===== src/rtl/chain_fetch_pkg.sv =====
package chain_fetch_pkg;
  typedef enum logic [2:0] {
    ST_IDLE,
    ST_WREQ,
    ST_WWAIT,
    ST_HOLD,
    ST_LREQ,
    ST_LWAIT
  } fstate_e;
endpackage


===== src/rtl/cf_byte_order.sv =====
module cf_byte_order #(
  parameter int W = 64
) (
  input  logic         be,
  input  logic [W-1:0] din,
  output logic [W-1:0] dout
);
  localparam int NB = W / 8;
  logic [W-1:0] rev;

  for (genvar g = 0; g < NB; g++) begin : g_byte
    assign rev[8*g +: 8] = din[W-8-8*g +: 8];
  end

  assign dout = be ? rev : din;
endmodule


===== src/rtl/cf_credit.sv =====
module cf_credit #(
  parameter int CNT_W = 20,
  parameter int STEP  = 8
) (
  input  logic             clk,
  input  logic             rst_n,
  input  logic             add_en,
  input  logic [CNT_W-1:0] add_val,
  input  logic             take,
  output logic [CNT_W-1:0] count,
  output logic             enough
);
  logic [CNT_W-1:0] cnt_q, add_term, sub_term;

  assign add_term = add_en ? add_val : '0;
  assign sub_term = take ? CNT_W'(STEP) : '0;

  always_ff @(posedge clk or negedge rst_n) begin
    if (!rst_n) cnt_q <= '0;
    else        cnt_q <= cnt_q + add_term - sub_term;
  end

  assign count  = cnt_q;
  assign enough = cnt_q >= CNT_W'(STEP);
endmodule


===== src/rtl/cf_collect.sv =====
module cf_collect #(
  parameter int WORD_W = 64,
  parameter int WORDS  = 8,
  localparam int IW    = $clog2(WORDS)
) (
  input  logic                    clk,
  input  logic                    rst_n,
  input  logic                    wr_en,
  input  logic [IW-1:0]           wr_idx,
  input  logic [WORD_W-1:0]       wr_word,
  input  logic                    out_ready,
  output logic                    out_valid,
  output logic [WORDS*WORD_W-1:0] out_data
);
  logic valid_q;

  for (genvar g = 0; g < WORDS; g++) begin : g_slot
    logic [WORD_W-1:0] word_q;
    always_ff @(posedge clk or negedge rst_n) begin
      if (!rst_n)                              word_q <= '0;
      else if (wr_en && wr_idx == IW'(g))      word_q <= wr_word;
    end
    assign out_data[g*WORD_W +: WORD_W] = word_q;
  end

  always_ff @(posedge clk or negedge rst_n) begin
    if (!rst_n)                                  valid_q <= 1'b0;
    else if (wr_en && wr_idx == IW'(WORDS - 1))  valid_q <= 1'b1;
    else if (out_ready)                          valid_q <= 1'b0;
  end

  assign out_valid = valid_q;
endmodule


===== src/rtl/chain_fetch.sv =====
module chain_fetch
  import chain_fetch_pkg::*;
#(
  parameter int ADDR_W    = 49,
  parameter int WORD_W    = 64,
  parameter int INS_WORDS = 8,
  parameter int SEG_W     = 13,
  parameter int CNT_W     = 20,
  localparam int LINE_LSB = $clog2(INS_WORDS * WORD_W / 8),
  localparam int PTR_W    = ADDR_W - LINE_LSB,
  localparam int INS_W    = INS_WORDS * WORD_W
) (
  input  logic              clk,
  input  logic              rst_n,
  input  logic              cfg_enable,
  input  logic              cfg_big_endian,
  input  logic [SEG_W-1:0]  cfg_seg_words,
  input  logic              start_wr,
  input  logic [PTR_W-1:0]  start_ptr,
  output logic [PTR_W-1:0]  rd_ptr,
  input  logic              bell_valid,
  input  logic [CNT_W-1:0]  bell_words,
  output logic [CNT_W-1:0]  pending_words,
  output logic              mem_req_valid,
  input  logic              mem_req_ready,
  output logic [ADDR_W-1:0] mem_req_addr,
  input  logic              mem_rsp_valid,
  input  logic [WORD_W-1:0] mem_rsp_data,
  output logic              ins_valid,
  input  logic              ins_ready,
  output logic [INS_W-1:0]  ins_data
);
  localparam int WIDX_W = $clog2(INS_WORDS);
  localparam int IDX_W  = SEG_W - WIDX_W;
  localparam int PAD_W  = LINE_LSB - WIDX_W;

  fstate_e            state_q;
  logic [PTR_W-1:0]   ptr_q;
  logic [IDX_W-1:0]   ins_idx_q;
  logic [WIDX_W-1:0]  widx_q;
  logic [SEG_W-1:0]   seg_body;
  logic [IDX_W-1:0]   n_ins;
  logic               seg_done, take, enough, wr_en;
  logic [WORD_W-1:0]  rsp_word;
  logic [WIDX_W-1:0]  word_sel;

  // instructions per segment: (size - 1) / words-per-instruction
  assign seg_body = cfg_seg_words - SEG_W'(1);
  assign n_ins    = seg_body[SEG_W-1:WIDX_W];
  assign seg_done = (ins_idx_q == n_ins);
  assign take     = (state_q == ST_IDLE) && !start_wr && cfg_enable && !seg_done && enough;

  cf_credit #(.CNT_W(CNT_W), .STEP(INS_WORDS)) u_credit (
    .clk     (clk),
    .rst_n   (rst_n),
    .add_en  (bell_valid),
    .add_val (bell_words),
    .take    (take),
    .count   (pending_words),
    .enough  (enough)
  );

  cf_byte_order #(.W(WORD_W)) u_order (
    .be   (cfg_big_endian),
    .din  (mem_rsp_data),
    .dout (rsp_word)
  );

  assign wr_en = (state_q == ST_WWAIT) && mem_rsp_valid;

  cf_collect #(.WORD_W(WORD_W), .WORDS(INS_WORDS)) u_collect (
    .clk       (clk),
    .rst_n     (rst_n),
    .wr_en     (wr_en),
    .wr_idx    (widx_q),
    .wr_word   (rsp_word),
    .out_ready (ins_ready),
    .out_valid (ins_valid),
    .out_data  (ins_data)
  );

  always_ff @(posedge clk or negedge rst_n) begin
    if (!rst_n) begin
      state_q   <= ST_IDLE;
      ptr_q     <= '0;
      ins_idx_q <= '0;
      widx_q    <= '0;
    end else begin
      unique case (state_q)
        ST_IDLE: begin
          if (start_wr) begin
            ptr_q     <= start_ptr;
            ins_idx_q <= '0;
          end else if (cfg_enable) begin
            if (seg_done) begin
              state_q <= ST_LREQ;
            end else if (enough) begin
              state_q <= ST_WREQ;
              widx_q  <= '0;
            end
          end
        end
        ST_WREQ:  if (mem_req_ready) state_q <= ST_WWAIT;
        ST_WWAIT: begin
          if (mem_rsp_valid) begin
            if (widx_q == WIDX_W'(INS_WORDS - 1)) begin
              state_q <= ST_HOLD;
            end else begin
              widx_q  <= widx_q + WIDX_W'(1);
              state_q <= ST_WREQ;
            end
          end
        end
        ST_HOLD: begin
          if (ins_valid && ins_ready) begin
            ptr_q     <= ptr_q + PTR_W'(1);
            ins_idx_q <= ins_idx_q + IDX_W'(1);
            state_q   <= ST_IDLE;
          end
        end
        ST_LREQ:  if (mem_req_ready) state_q <= ST_LWAIT;
        ST_LWAIT: begin
          if (mem_rsp_valid) begin
            ptr_q     <= rsp_word[ADDR_W-1:LINE_LSB];
            ins_idx_q <= '0;
            state_q   <= ST_IDLE;
          end
        end
        default: state_q <= ST_IDLE;
      endcase
    end
  end

  assign word_sel      = (state_q == ST_WREQ) ? widx_q : '0;
  assign mem_req_valid = (state_q == ST_WREQ) || (state_q == ST_LREQ);
  assign mem_req_addr  = {ptr_q, word_sel, {PAD_W{1'b0}}};
  assign rd_ptr        = ptr_q;
endmodule


===== config.mk =====
export PLATFORM = sky130hd
export DESIGN_NAME = chain_fetch
export DESIGN_NICKNAME = d
export VERILOG_FILES = /design/src/rtl/chain_fetch_pkg.sv /design/src/rtl/cf_byte_order.sv /design/src/rtl/cf_credit.sv /design/src/rtl/cf_collect.sv /design/src/rtl/chain_fetch.sv
export SDC_FILE = /design/constraint.sdc
export NUM_CORES = 1
export LEC_CHECK = 0
export ABC_AREA = 1
export BUFFER_PORTS_ARGS = -buffer_cell sky130_fd_sc_hd__buf_2
export CAP_MARGIN = 20
export CORE_AREA = 2 2 304 306
export DETAILED_ROUTE_END_ITERATION = 8
export DIE_AREA = 0 0 306 308
export MAX_ROUTING_LAYER = met4
export PLACE_DENSITY = 0.51
export SLEW_MARGIN = 30
export SYNTH_ARGS = -nofsm -noshare
export SYNTH_HDL_FRONTEND = slang
export SYNTH_HIERARCHICAL = 1
export SYNTH_SLANG_ARGS = --single-unit

===== constraint.sdc =====
create_clock -name clk -period 2.9 [get_ports clk]
set_input_delay 0.145 -clock clk [delete_from_list [all_inputs] [get_ports clk]]
set_output_delay 0.145 -clock clk [all_outputs]
set_load 0.1 [all_outputs]

==> summary.txt <==
Run status
  • Status: complete, no violations

Routing
  • Initial DRC count: around 2.6k
  • TritonRoute pass-1 iters: 6
  • Per-cell routed wire length: about 23 um
  • DR vias/cell: a little under 5
  • Post-route DRC violation count: 0
  • Routed vias: around 28k
  • Final ANT Viol Nets: 0
  • Wirelength, routed: 130,000 um

Layout
  • Layout cell share with drive strength beyond 1: 0.272
  • Final Cell Area: around 37,000 sq um
  • Fin util: 0.409
  • Layout area overhead: 30.6%
  • Commonest non-fill, non-tap cells in the layout: nand2_1 (1,773), buf_2 (770), dfrtp_1 (575), nand3_1 (338), inv_1 (164)
  • Total Nets Final: 4,609
  • Most common cell after layout, fill and taps aside: nand2_1

Global routing
  • Gr ovfl total: 0
  • Gr usage total: 0.279
  • First-pass GRT wire length: 188,000 um
  • Largest net degree at the start of global routing: 87
  • Initial antenna violation count: 18
  • Via count of the first global-routing pass: 26.6k

Run
  • Max cap viols: 0

Synthesis
  • Synthesized cell area: 28,500 sq um
  • Cell count after synthesis: 3,620
  • EDFF count, synth: 0
  • #FFs+latches synth: 592
  • Synth cell types: between 50 and 60
  • Post-synthesis sequential area ratio: 0.521
  • Asr flop ratio synth: 1.00
  • Syn avg cell area: roughly 7.9 sq um
  • Post-synth top flop: dfrtp_1
  • YS warnings: 6

STA
  • Final setup margin: approximately 0.021 ns
  • Setup Viol. Count Final: 0
  • Hold WS: 0.0293 ns
  • RSZ-0062 raised after global routing: yes
  • Final Hold Viols: 0
  • Max Clock Freq: between 300 and 400 MHz
  • Rel. slew slack: 0.408
  • Worst-margin pin slew: 0.888 ns
  • Clock Skew: approximately 0.043 ns
  • Crit path time final: 2.88 ns
  • Crit share post-route: 0.993
  • Final Max Slew Viols: 0

Power
  • Total power: about 48 mW
  • Maximum vdd ir drop: 1.62 mV
  • Leakage: ~22 nW
  • Power Density: approximately 1300 nW/um^2

Worst hold path
  • Hold Path Class: input pin to flop
  • Hold Crit Start: mem_req_ready

Clocking
  • Root Driver: clkbuf_16
  • CTS tree: done
  • Worst-skew pair later-pin latency: 0.65 ns
  • Clock transition at path regs: about 0.070 ns
  • Number of CTS-inserted buffers: 73
  • Htree depth: 3
  • Max Root-Sink Buffers: 3
  • Clk sinks: just under 600

Place
  • Port bufs: approximately 770
  • Placed Area: 33,900 sq um
  • Final Wtd Congestion: slightly above 0.9
  • Detail Placement HPWL: between 90,000 and 100,000 um
  • Place WS: -0.420 ns

Floorplan
  • Die H: 308 um
  • Std-Cell Core Area: between 90,000 and 100,000 sq um
  • Top-level I/O count: between 700 and 800
  • Std-Cell Rows: 111
  • Die Wd: just over 300 um
  • Die Area: 94,200 sq um
  • Starting density of the core: 0.313

Critical path
  • Endpoint class of the critical path: flop
  • CP max FO: 3
  • Startpoint types: flop
  • R2R Path Start: ins_idx_q[0]$_DFFE_PN0P_
  • Worst EP arrival: 3.44 ns
  • CP startpoint: ins_idx_q[0]$_DFFE_PN0P_
  • Worst setup path category: flop to flop
  • Data required, critical path: 3.46 ns
per-layer routing:
metal	up-vias	wire length, um	GRT usage
met1	13400	55700	0.363
li1	12900	-	-
met3	245	10100	0.0546
met4	0	5320	0.108
met2	1166	59100	0.430
met5	-	0	-
worst max-delay path: stages, from the launching register on:
cell and delay, ns:
dfrtp_1 0.40, inv_2 0.06, buf_4 0.13, buf_4 0.12, buf_4 0.12, buf_4 0.12, buf_4 0.12, buf_4 0.12
buf_4 0.12, buf_4 0.12, buf_4 0.12, buf_6 0.11, buf_4 0.12, buf_4 0.12, buf_6 0.12, nor3_4 0.15
nand2_2 0.09, nor2_4 0.14, nand3_2 0.09, o21ai_1 0.14, nand2_1 0.07, nor2_2 0.10
kinds of logic after synthesis:
group / synth area share
simple gates: 0.339
flops: 0.521
buf+inv: 0.0777
compound gates: 0.0379
fa+ha+maj: 0.0183
xor+xnor: 0.00616
other cells: 0.000132
Yosys cell counts, types with 4 or more instances:
master	count	area (sq um)
a21o_1	4	30.0
a21oi_1	39	195
a221oi_1	6	52.6
a221oi_2	13	195
a22oi_1	8	60.1
a41oi_1	7	61.3
a41oi_2	11	179
buf_2	118	591
buf_4	49	368
buf_6	5	56.3
clkbuf_1	36	135
clkbuf_2	60	300
clkbuf_8	6	82.6
dfrtp_1	592	14800
ha_1	40	500
inv_1	171	642
inv_2	5	18.8
nand2_1	1799	6750
nand2_2	8	50.1
nand3_1	346	1730
nand3_2	5	50.1
nand4_1	20	125
nor2_1	119	447
nor2_2	18	113
nor3_1	24	120
nor4_1	11	68.8
o21ai_0	22	110
o21ai_1	9	45.0
o21bai_1	5	37.5
or2_2	10	62.6
xnor2_1	8	70.1
xor2_1	12	105
state kept, by name (all words and copies together), names as in the netlist:
signal                   count
u_credit/count              20
ins_idx_q                   10
rd_ptr                      43
widx_q                       3
u_collect/g_slot.word_q    512
u_collect/out_valid          1
state_q                      3
metrics by stage:
stage	instances	setup TNS, ns
after floorplan	3622	0
after global placement	5464	-5.37
after detailed placement	5464	-5.14
after CTS	5659	-0.0159
after global routing	5675	-1.62
final	5676	0
where the power goes:
part	internal [mW]	switching (mW)	total, mW
Combinational	4.68	22.3	27.0
Sequential	10.1	1.57	11.6
Clock	5.30	3.98	9.29
Total	20.0	27.8	47.9
what timing repair did:
item                       4_1_cts  5_1_grt
pin swaps                       15       18
gates resized for setup         22       33
setup endpoints to repair       16       17
setup buffers                   13        5
hold buffers                    49        0
hold endpoints to repair       111        0
final timing paths:
kind                            slack, ns                                    endpoint  depth (start not counted)
worst max-delay path                 0.02                    ins_idx_q[7]$_DFFE_PN0P_                         21
worst min-delay path                 0.03                      state_q[1]$_DFFE_PN0P_                          5
worst max register to register       0.02                    ins_idx_q[7]$_DFFE_PN0P_                         21
worst min register to register       0.46   u_collect/g_slot[2].word_q[1]$_DFFE_PN0P_                          2
max in group asynchronous            1.76  u_collect/g_slot[4].word_q[19]$_DFFE_PN0P_                          3
min in group asynchronous            0.15  u_collect/g_slot[7].word_q[44]$_DFFE_PN0P_                          2
area by class of cell:
| type | count | area (sq um) |
|---|---|---|
| fill | 9435 | 53800 |
| sequential | 592 | 14800 |
| multi-input combinational | 2576 | 11800 |
| timing repair buffer | 999 | 5960 |
| clock buffer | 107 | 2100 |
| tap | 1186 | 1480 |
| inverter | 177 | 668 |
| clock inverter | 26 | 317 |
| antenna | 13 | 32.5 |
Power figures use the tool's default switching activity.
